<file path="src/rtl/tdi_pkg.sv">
`timescale 1ns/1ps
package tdi_pkg;
    typedef enum logic [1:0] {
        ST_IDLE  = 2'd0,
        ST_DIV   = 2'd1,
        ST_SHIFT = 2'd2
    } ser_state_e;
endpackage

</file>
<file path="src/rtl/tdi_cfg_regs.sv">
`timescale 1ns/1ps
module tdi_cfg_regs #(
    parameter int NSTAGE = 8,
    localparam int CW = $clog2(NSTAGE + 1)
) (
    input  logic              clk,
    input  logic              rst_n,
    input  logic              par_wr,
    input  logic              par_osr3,
    input  logic              ser_shift,
    input  logic              ser_bit,
    input  logic              ser_latch,
    output logic              osr3,
    output logic [NSTAGE-1:0] mask,
    output logic [CW-1:0]     n_active,
    output logic              cfg_apply
);
    logic [NSTAGE:0] shadow;

    always_ff @(posedge clk) begin
        if (!rst_n) begin
            shadow <= '0;
            osr3   <= 1'b0;
            mask   <= '1;
        end else begin
            if (ser_shift)
                shadow <= {shadow[NSTAGE-1:0], ser_bit};
            if (par_wr)
                osr3 <= par_osr3;
            if (ser_latch) begin
                osr3 <= shadow[NSTAGE];
                mask <= shadow[NSTAGE-1:0];
            end
        end
    end

    assign cfg_apply = par_wr | ser_latch;

    always_comb begin
        n_active = '0;
        for (int i = 0; i < NSTAGE; i++)
            n_active = n_active + CW'(mask[i]);
    end
endmodule

</file>
<file path="src/rtl/tdi_accum_chain.sv">
`timescale 1ns/1ps
module tdi_accum_chain #(
    parameter int NSTAGE = 8,
    parameter int SAMP_W = 16,
    localparam int ACC_W  = SAMP_W + $clog2(NSTAGE),
    localparam int D_LO   = (NSTAGE - 1) * 2,
    localparam int D_HI   = (NSTAGE - 1) * 3,
    localparam int CHAIN  = D_HI,
    localparam int WARM_W = $clog2(CHAIN + 1)
) (
    input  logic                     clk,
    input  logic                     rst_n,
    input  logic                     valid,
    input  logic [NSTAGE*SAMP_W-1:0] samples,
    input  logic                     scan_dir,
    input  logic                     osr3,
    input  logic [NSTAGE-1:0]        mask,
    input  logic                     clear,
    output logic                     done,
    output logic [ACC_W-1:0]         done_sum
);
    logic [SAMP_W-1:0] phys [NSTAGE];
    logic [SAMP_W-1:0] logi [NSTAGE];
    logic [ACC_W-1:0]  part_q [CHAIN];
    logic [ACC_W-1:0]  part_d [CHAIN];
    logic [WARM_W-1:0] warm_q;
    logic [WARM_W-1:0] depth;
    logic              dir_q;
    logic              dir_chg;
    logic [ACC_W-1:0]  last_part;

    for (genvar g = 0; g < NSTAGE; g++) begin : g_stage
        assign phys[g] = mask[g] ? samples[g*SAMP_W +: SAMP_W] : '0;
        assign logi[g] = scan_dir ? phys[NSTAGE-1-g] : phys[g];
    end

    for (genvar j = 0; j < CHAIN; j++) begin : g_chain
        localparam bit HIT2 = ((j % 2) == 0) && ((j / 2) < NSTAGE);
        localparam bit HIT3 = ((j % 3) == 0) && ((j / 3) < NSTAGE);
        localparam int K2   = HIT2 ? (j / 2) : 0;
        localparam int K3   = HIT3 ? (j / 3) : 0;
        logic [SAMP_W-1:0] add2;
        logic [SAMP_W-1:0] add3;
        if (HIT2) begin : g_h2
            assign add2 = logi[K2];
        end else begin : g_n2
            assign add2 = '0;
        end
        if (HIT3) begin : g_h3
            assign add3 = logi[K3];
        end else begin : g_n3
            assign add3 = '0;
        end
        if (j == 0) begin : g_head
            assign part_d[j] = ACC_W'(osr3 ? add3 : add2);
        end else begin : g_body
            assign part_d[j] = part_q[j-1] + ACC_W'(osr3 ? add3 : add2);
        end
    end

    always_ff @(posedge clk) begin
        if (!rst_n) begin
            for (int j = 0; j < CHAIN; j++)
                part_q[j] <= '0;
        end else if (valid) begin
            for (int j = 0; j < CHAIN; j++)
                part_q[j] <= part_d[j];
        end
    end

    assign dir_chg = scan_dir != dir_q;
    assign depth   = osr3 ? WARM_W'(D_HI) : WARM_W'(D_LO);

    always_ff @(posedge clk) begin
        if (!rst_n) begin
            dir_q  <= 1'b0;
            warm_q <= '0;
        end else begin
            dir_q <= scan_dir;
            if (clear || dir_chg)
                warm_q <= '0;
            else if (valid && warm_q < depth)
                warm_q <= warm_q + 1'b1;
        end
    end

    assign last_part = osr3 ? part_q[D_HI-1] : part_q[D_LO-1];
    assign done_sum  = last_part + ACC_W'(logi[NSTAGE-1]);
    assign done      = valid && (warm_q == depth) && !clear && !dir_chg;
endmodule

</file>
<file path="src/rtl/tdi_norm_ser.sv">
`timescale 1ns/1ps
module tdi_norm_ser
    import tdi_pkg::*;
#(
    parameter int ACC_W = 19,
    parameter int OUT_W = 16,
    parameter int CW    = 4,
    localparam int CNT_W = $clog2((ACC_W > OUT_W) ? ACC_W : OUT_W)
) (
    input  logic             clk,
    input  logic             rst_n,
    input  logic             start,
    input  logic [ACC_W-1:0] sum,
    input  logic [CW-1:0]    n_act,
    output logic             ser_out,
    output logic             frame_strobe,
    output ser_state_e       fsm_state,
    output logic [CW-1:0]    n_held
);
    ser_state_e       state, state_nx;
    logic [CNT_W-1:0] cnt;
    logic [ACC_W-1:0] dvd, dvd_nx;
    logic [CW-1:0]    rem, rem_nx;
    logic [CW:0]      trial, diff;
    logic             fits;
    logic [OUT_W-1:0] shreg;
    logic             last_div, last_sh;

    assign trial    = {rem, dvd[ACC_W-1]};
    assign diff     = trial - {1'b0, n_held};
    assign fits     = ~diff[CW];
    assign rem_nx   = fits ? diff[CW-1:0] : trial[CW-1:0];
    assign dvd_nx   = {dvd[ACC_W-2:0], fits};
    assign last_div = cnt == CNT_W'(ACC_W - 1);
    assign last_sh  = cnt == CNT_W'(OUT_W - 1);

    always_ff @(posedge clk) begin
        if (!rst_n) state <= ST_IDLE;
        else        state <= state_nx;
    end

    always_comb begin
        state_nx = state;
        unique case (state)
            ST_IDLE:  if (start)    state_nx = ST_DIV;
            ST_DIV:   if (last_div) state_nx = ST_SHIFT;
            ST_SHIFT: if (last_sh)  state_nx = ST_IDLE;
            default:                state_nx = ST_IDLE;
        endcase
    end

    always_ff @(posedge clk) begin
        if (!rst_n) begin
            cnt    <= '0;
            dvd    <= '0;
            rem    <= '0;
            n_held <= '0;
            shreg  <= '0;
        end else begin
            unique case (state)
                ST_IDLE: begin
                    cnt <= '0;
                    if (start) begin
                        dvd    <= sum + ACC_W'(n_act >> 1);
                        n_held <= n_act;
                        rem    <= '0;
                    end
                end
                ST_DIV: begin
                    dvd <= dvd_nx;
                    rem <= rem_nx;
                    if (last_div) begin
                        cnt   <= '0;
                        shreg <= (n_held == '0) ? '0 : dvd_nx[OUT_W-1:0];
                    end else begin
                        cnt <= cnt + 1'b1;
                    end
                end
                ST_SHIFT: begin
                    shreg <= {shreg[OUT_W-2:0], 1'b0};
                    cnt   <= last_sh ? '0 : cnt + 1'b1;
                end
                default: cnt <= '0;
            endcase
        end
    end

    always_comb begin
        ser_out      = (state == ST_SHIFT) && shreg[OUT_W-1];
        frame_strobe = (state == ST_SHIFT) && (cnt == '0);
        fsm_state    = state;
    end
endmodule

</file>
<file path="src/rtl/tdi_serial_sum.sv">
`timescale 1ns/1ps
module tdi_serial_sum
    import tdi_pkg::*;
#(
    parameter int NSTAGE = 8,
    parameter int SAMP_W = 16
) (
    input  logic                     clk,
    input  logic                     rst_n,
    input  logic                     smp_valid,
    input  logic [NSTAGE*SAMP_W-1:0] smp_data,
    input  logic                     scan_dir,
    input  logic                     cfg_par_wr,
    input  logic                     cfg_par_osr3,
    input  logic                     cfg_ser_shift,
    input  logic                     cfg_ser_bit,
    input  logic                     cfg_ser_latch,
    output logic                     ser_out,
    output logic                     frame_strobe
);
    localparam int ACC_W = SAMP_W + $clog2(NSTAGE);
    localparam int CW    = $clog2(NSTAGE + 1);

    logic              osr3;
    logic [NSTAGE-1:0] stage_mask;
    logic [CW-1:0]     n_active;
    logic              cfg_apply;
    logic              sum_done;
    logic [ACC_W-1:0]  sum_val;
    ser_state_e        fsm_state;
    logic [CW-1:0]     n_held;

    tdi_cfg_regs #(.NSTAGE(NSTAGE)) u_cfg (
        .clk(clk), .rst_n(rst_n),
        .par_wr(cfg_par_wr), .par_osr3(cfg_par_osr3),
        .ser_shift(cfg_ser_shift), .ser_bit(cfg_ser_bit), .ser_latch(cfg_ser_latch),
        .osr3(osr3), .mask(stage_mask), .n_active(n_active), .cfg_apply(cfg_apply)
    );

    tdi_accum_chain #(.NSTAGE(NSTAGE), .SAMP_W(SAMP_W)) u_acc (
        .clk(clk), .rst_n(rst_n), .valid(smp_valid), .samples(smp_data),
        .scan_dir(scan_dir), .osr3(osr3), .mask(stage_mask), .clear(cfg_apply),
        .done(sum_done), .done_sum(sum_val)
    );

    tdi_norm_ser #(.ACC_W(ACC_W), .OUT_W(SAMP_W), .CW(CW)) u_norm (
        .clk(clk), .rst_n(rst_n), .start(sum_done), .sum(sum_val), .n_act(n_active),
        .ser_out(ser_out), .frame_strobe(frame_strobe),
        .fsm_state(fsm_state), .n_held(n_held)
    );
endmodule

</file>
<file path="config.mk">
export PLATFORM = sky130hd
export DESIGN_NAME = tdi_serial_sum
export DESIGN_NICKNAME = d
export VERILOG_FILES = /design/src/rtl/tdi_pkg.sv /design/src/rtl/tdi_cfg_regs.sv /design/src/rtl/tdi_accum_chain.sv /design/src/rtl/tdi_norm_ser.sv /design/src/rtl/tdi_serial_sum.sv
export SDC_FILE = /design/constraint.sdc
export NUM_CORES = 1
export LEC_CHECK = 0
export ABC_AREA = 1
export BUFFER_PORTS_ARGS = -buffer_cell sky130_fd_sc_hd__buf_2
export CORE_MARGIN = 8
export CORE_UTILIZATION = 55
export CTS_CLUSTER_DIAMETER = 150
export DETAILED_ROUTE_END_ITERATION = 10
export GPL_TIMING_DRIVEN = 0
export PLACE_DENSITY_LB_ADDON = 0.3
export SKIP_CTS_REPAIR_TIMING = 1
export SYNTH_ARGS = -nofsm -noshare
export SYNTH_HDL_FRONTEND = slang
export SYNTH_SLANG_ARGS = --single-unit
</file>
<file path="constraint.sdc">
create_clock -name clk -period 14.5 [get_ports clk]
set_input_delay 2.175 -clock clk [delete_from_list [all_inputs] [get_ports clk]]
set_output_delay 2.175 -clock clk [all_outputs]
set_load 0.01 [all_outputs]
</file>
After elaboration in Yosys (flattened, before gate mapping)
Memory sizes are Yosys's and may differ from the RTL's.
Cells that the tools add are included.
Cells by class
  add/subtract/negate cells: 23
  order comparisons: 1
  equality and inequality tests: 9
  muxes and demuxes: 71
  bitwise gates (word level): 24
  reduce and logical (&&, ||, !) cells: 20
Operator list (count)
  $mux 16: 29
  $mux 19: 23
  $add 19x19->19: 11
  $pmux 19 s2: 1
  $pmux 16 s2: 1
  $add 4x1->4: 6
  $or 1x1->1: 22
  $add 19x16->19: 1
  $add 19x3->19: 1
  $mux 5: 3
  $add 5x1->5 const B: 2
  $pmux 5 s2: 1
  $mux 4: 2
  $pmux 4 s2: 1
  $logic_and 1x1->1: 6
  $mux 1: 6
  $mux 2: 3
  $pmux 2 s3: 1
  $reduce_and 2->1: 3
  $reduce_bool 2->1: 3
  $eq 5x4->1 const B: 1
  $eq 5x5->1: 1
  $eq 5x5->1 const B: 1
  $logic_not 5->1: 1
  15 further kinds: 18
Storage, ports and cells
  register bits: 74
  RAM bits: 399
  input port bits: 137
  output and inout bits: 2
  logic and storage cells: 160
  memories: 1
Memory list
  u_acc.part_q: depth 21, bits a word 19, rd ports 21, clocked after Yosys merged registers in 0, wr ports 21, line tdi_accum_chain.sv:24  | logic [ACC_W-1:0] part_q [CHAIN];

Longest topological paths before layout
  depth in word-level cells: 10
  mapped depth: 25
  mapped depth without buffers: 24

Modules after synthesis
From an unflattened synthesis, not the netlist that was laid out.
Second synthesis, totals
  cell total of the unflattened synthesis: 4593
  area total of the unflattened synthesis: 32889.0 sq um
By module, submodules not included
  tdi_accum_chain: instances 1, cells each 4059, area each 29126.7 sq um, seq. area each 11831.3 sq um
  tdi_norm_ser: instances 1, cells each 432, area each 2932.8 sq um, seq. area each 1001.0 sq um
  tdi_cfg_regs: instances 1, cells each 102, area each 829.5 sq um, seq. area each 360.3 sq um

Least setup slack after synthesis
OpenSTA, ideal clock, no wires.
  path kind: input -> register
  start point: input port rst_n
  end point: memory u_acc.part_q[0][0] (enable)
  setup time: 2.833 ns
  arrival time: 9.057 ns
  setup slack: 2.610 ns
  stages on the path: 3
  buffers on the path: 2
  cell sequence: clkbuf_1 -> clkbuf_1 -> nand2_1
RTL lines
  from (decl): line tdi_serial_sum.sv:9  | input logic rst_n,
  to (decl): line tdi_accum_chain.sv:24

Final worst setup path
  start point: register u_cfg.mask[4]
  end point: register u_norm.dvd[13]
On the way
  longest elaborated chain between the ends: 7
RTL lines
  from (decl): line tdi_cfg_regs.sv:14  | output logic [NSTAGE-1:0] mask,
  from (signal assigned): line tdi_cfg_regs.sv:32  | mask <= shadow[NSTAGE-1:0];
  $add 4x1->4 (4 in a row): line tdi_cfg_regs.sv:42  | n_active = n_active + CW'(mask[i]);
  $add 19x3->19: line tdi_norm_ser.sv:64  | dvd <= sum + ACC_W'(n_act >> 1);
  $mux 19: line tdi_norm_ser.sv:63  | if (start) begin
  $pmux 19 s2: line tdi_norm_ser.sv:60  | unique case (state)
  to (signal assigned): line tdi_norm_ser.sv:64
  to (signal assigned): line tdi_norm_ser.sv:70  | dvd <= dvd_nx;
  to (decl): line tdi_norm_ser.sv:22  | logic [ACC_W-1:0] dvd, dvd_nx;
No other way between the ends. The select of a mux whose other input is x is not followed.
A chain may end at the register's enable or synchronous reset.

==> flow_summary.yaml <==
logic_synthesis:
  async_flop_share: 0
  postSynth.topFlopCell: "sky130_fd_sc_hd__edfxtp_1"
  post_synthesis_sequential_area_ratio: 0.424
  synth_enable_flop_cells: 390
  ys_ff_latch: 464
  yosysUniqueCellTypes: 49
  yosys_warnings: 0
  synthesis.instances: 4074
  synthAdderAreaFrac: 0.103
  syn_area_per_cell_um2: 7.64
  mappedNetlistArea_mm2: 0.0311
  post_synthesis_mux_area_share: 0.0103
  synth-compound-area-share: 0.149
  synth-simple-area-share: 0.224
  synth_nets: 4456
  xor_xnor_share_of_the_synthesized_area: 0.00535
  dominant_combinational_cell_family_by_area_after_synthesis: "simple AND/OR/NAND/NOR gates"
final_layout:
  stdcell_area_mm2: 0.0347
  antenna_cells: 0
  num-fill-cells: 5187
  layout.area.seq_mm2: 0.0132
  synthToLayoutAreaGrowth_pct: 11.3
  finish.net_count: 4653
  drive_gt1_frac: 0.0605
  multi_input_comb_area_mm2: 0.0153
run:
  max-cap-violations: 0
sta:
  final-max-slew-violation-count: 0
  report.final.setup_viol: 0
  final_period_minus_worst_setup_slack_ns: 5.77
  tightest_slew_ns: 1.30
  clock_skew_ns: 0.0417
  slew_headroom: 0.131
  hold_violation_count_in_the_final_report: 0
  rsz0062_at_grt: "no"
  finalHoldWorstSlack_ns: 0.468
  fin_setup_tns_ns: 0
  period_share: 0.398
  fmaxAchievable_ghz: 0.173
pwr:
  leakagePower_nw: 16.7
  ir_worst_vdd_mv: 0.101
  fraction_of_power_consumed_by_sequential_logic: 0.417
  share_clk_of_total_power: 0.349
  total_power_w: 0.00386
  switching_share: 0.325
  power.density_cell_area_mw_per_mm2: 111
  power_report.internal_total_w: 0.00260
  comb_power_share: 0.234
  power_switching_w: 0.00125
clock_network:
  clock-root-buffer: "sky130_fd_sc_hd__clkbuf_16"
  max-clock-path-buffers: 3
  worst_setup_hold_path_clk_slew_ns: 0.07
  cts-buffers-inserted: 52
  tritoncts: "built"
  clock_sinks: 464
  number_of_h_tree_branching_levels: 2
  insertion_delay_ns: 0.63
die:
  io_pins: 139
  design.die.area_mm2: 0.0645
  dieHeight_um: 254
  floorplan.die.width_um: 254
  core_area_mm2: 0.0562
  num_rows: 87
  initial_core_util: 0.554
setup_path:
  critical_path.startpoint_type: "register"
  r2r_start: "u_cfg.mask[4]"
  timing.critical_path.to_type: "register"
  critical_path.startpoint: "u_cfg.mask[4]"
  path_max_fanout: 10
  critPathRequiredTime_ns: 15.00
  crit_path_kind: "reg2reg"
  cp_data_arrival_time_ns: 6.27
worst_hold_path:
  worst_hold_startpoint: "u_norm.cnt[0]"
  holdCritPathClass: "reg2reg"
placement:
  placement.cell_area_mm2: 0.0329
  gp_routability_congestion: 1.03
  detailed_place_hpwl_mm: 80.9
  port-buffer-count: 137
global_route:
  vias_in_the_first_global_route: 27100
  initial_antenna_violation_count: 2
  wire_length_of_the_first_global_routing_pass_mm: 154
  overflow_after_grt: 0
  grt_util_all_layers: 0.313
  grt_max_degree: 71
drt:
  totalWireLength_mm: 102
  route.detailed.drc: 0
  detailroute.via_count: 28700
  avgViaCountPerCell: 5.66
  route.antenna.remaining_nets: 0
  drt_pre_antenna_iters: 6
  detail_route.iter0.violations: 3249
  drt-wirelength-per-cell_um: 20.2
run_status:
  result_of_the_run: "finished clean"
[sequential cells by signal, summed over array words and instances (netlist names)]
name / count
u_acc.dir_q: 1
u_acc.part_q: 390
u_acc.warm_q: 5
u_cfg.mask: 8
u_cfg.osr3: 1
u_cfg.shadow: 9
u_norm.cnt: 5
u_norm.dvd: 19
u_norm.fsm_state: 2
u_norm.n_held: 4
u_norm.rem: 4
u_norm.shreg: 16
[cell type report]
cell class | instances | area share
clock buffers | 62 | 0.0395
well taps | 756 | 0.0273
clock inverters | 34 | 0.00997
multi-input cells | 2917 | 0.442
repair buffers | 143 | 0.0246
inverters | 565 | 0.0613
plain buffers | 128 | 0.0148
flip-flops and latches | 464 | 0.381
[cell families (layout without fill, tap and decap cells)]
group / count (synthesis) / after routing
simple gates: 1753 / 1753
xor+xnor: 19 / 19
buf+inv: 693 / 932
fa+ha+maj: 245 / 245
flops: 464 / 464
mux: 32 / 32
compound gates: 868 / 868
[synth_stat cells (all sizes together) (4+ instances only)]
cell | n | area [um^2]
nor4 | 5 | 31.3
o211ai | 10 | 75.1
xor2 | 7 | 61.3
nor3b | 5 | 37.5
or2 | 5 | 31.3
edfxtp | 390 | 11700
nor2 | 594 | 2230
nand3 | 147 | 736
a21boi | 4 | 30.0
nand2 | 949 | 3570
ha | 225 | 2820
mux2i | 32 | 320
a31oi | 25 | 156
a31o | 4 | 35.0
fa | 20 | 400
buf | 17 | 93.8
nor3 | 13 | 76.3
clkbuf | 111 | 417
a21oi | 382 | 1920
o21ai | 371 | 1890
xnor2 | 12 | 105
a21o | 24 | 180
nand4 | 24 | 165
inv | 563 | 2120
nand3b | 5 | 37.5
o21bai | 7 | 52.6
o21a | 28 | 210
a211oi | 7 | 52.6
dfxtp | 74 | 1480
[stage by stage]
step           setup slack [ns]  utilization  instances
5_1_grt                    8.45        0.617       5069
3_5_place_dp               8.68        0.586       4973
3_3_place_gp              -2.20        0.583       4967
2_1_floorplan              2.61            -       4074
6_report                   8.73        0.617       5069
4_1_cts                    8.84        0.617       5069
[power by group through the flow]
stage          clock network, W  logic [W]  registers (W)
2_1_floorplan                 0   0.000593        0.00164
3_3_place_gp                  0   0.000859        0.00166
3_5_place_dp                  0   0.000875        0.00163
4_1_cts                 0.00136   0.000882        0.00161
5_1_grt                 0.00140   0.000999        0.00162
6_report                0.00135   0.000901        0.00161
[worst paths after layout]
| check | endpoint | slack, ns | cells after the start |
|---|---|---|---|
| worst max-delay path | u_norm.dvd[13] | 8.73 | 24 |
| worst min-delay path | u_norm.cnt[0] | 0.47 | 1 |
| worst max register to register | u_norm.dvd[13] | 8.73 | 24 |
| worst min register to register | u_norm.cnt[0] | 0.47 | 1 |
[critical path: stages (launching register included)]
cell and delay (ns):
sky130_fd_sc_hd__dfxtp_1 0.31, sky130_fd_sc_hd__clkbuf_1 0.44, sky130_fd_sc_hd__clkbuf_1 0.42, sky130_fd_sc_hd__inv_1 0.27, sky130_fd_sc_hd__fa_1 0.59, sky130_fd_sc_hd__fa_1 0.43, sky130_fd_sc_hd__inv_1 0.09, sky130_fd_sc_hd__fa_1 0.20
sky130_fd_sc_hd__inv_1 0.07, sky130_fd_sc_hd__fa_1 0.43, sky130_fd_sc_hd__xor2_1 0.23, sky130_fd_sc_hd__fa_1 0.57, sky130_fd_sc_hd__inv_1 0.04, sky130_fd_sc_hd__ha_1 0.24, sky130_fd_sc_hd__fa_1 0.45, sky130_fd_sc_hd__nand3_1 0.11
sky130_fd_sc_hd__nand2_1 0.10, sky130_fd_sc_hd__nand2_1 0.08, sky130_fd_sc_hd__nand2_1 0.11, sky130_fd_sc_hd__nand2_1 0.11, sky130_fd_sc_hd__nand2_1 0.06, sky130_fd_sc_hd__nand2_1 0.05, sky130_fd_sc_hd__nand3_1 0.09, sky130_fd_sc_hd__nand2_1 0.10
sky130_fd_sc_hd__a21oi_1 0.06
[placed cells by master (no fill, tap or decap), types with 5 or more instances in the layout]
cell type / netlist / layout
sky130_fd_sc_hd__fa_1: 20 / 20
sky130_fd_sc_hd__inv_1: 557 / 557
sky130_fd_sc_hd__nor4_1: 5 / 5
sky130_fd_sc_hd__buf_16: 0 / 6
sky130_fd_sc_hd__buf_2: 6 / 143
sky130_fd_sc_hd__a21o_1: 24 / 24
sky130_fd_sc_hd__a31oi_1: 25 / 25
sky130_fd_sc_hd__inv_2: 5 / 5
sky130_fd_sc_hd__nor3_1: 12 / 12
sky130_fd_sc_hd__nand2_1: 947 / 946
sky130_fd_sc_hd__clkinvlp_4: 0 / 7
sky130_fd_sc_hd__o21ai_0: 362 / 362
sky130_fd_sc_hd__a21oi_1: 380 / 380
sky130_fd_sc_hd__mux2i_1: 32 / 32
sky130_fd_sc_hd__o21ai_1: 5 / 5
sky130_fd_sc_hd__ha_1: 225 / 225
sky130_fd_sc_hd__nand3_1: 147 / 147
sky130_fd_sc_hd__clkinv_1: 2 / 11
sky130_fd_sc_hd__o21bai_1: 7 / 7
sky130_fd_sc_hd__nand4_1: 23 / 23
sky130_fd_sc_hd__nor3b_1: 5 / 5
sky130_fd_sc_hd__nand3b_1: 5 / 5
sky130_fd_sc_hd__edfxtp_1: 390 / 390
sky130_fd_sc_hd__o21a_1: 28 / 28
sky130_fd_sc_hd__a211oi_1: 7 / 7
sky130_fd_sc_hd__clkinv_2: 0 / 9
sky130_fd_sc_hd__clkbuf_1: 111 / 118
sky130_fd_sc_hd__xor2_1: 7 / 7
sky130_fd_sc_hd__o211ai_1: 10 / 10
sky130_fd_sc_hd__xnor2_1: 12 / 12
sky130_fd_sc_hd__bufinv_16: 0 / 5
sky130_fd_sc_hd__nor2_1: 593 / 593
sky130_fd_sc_hd__clkbuf_16: 0 / 53
sky130_fd_sc_hd__dfxtp_1: 74 / 74
sky130_fd_sc_hd__buf_1: 8 / 8
[per-layer routing]
| layer | GRT usage | wire, um | share of wire | vias up |
|---|---|---|---|---|
| li1 | - | - | - | 13900 |
| met1 | 0.399 | 40900 | 0.40 | 13300 |
| met2 | 0.509 | 46500 | 0.46 | 1284 |
| met3 | 0.0644 | 9350 | 0.091 | 260 |
| met4 | 0.145 | 5370 | 0.053 | 2 |
| met5 | 0 | 9 | 0.000088 | - |
Note: power is estimated with default switching activity, not from simulation.
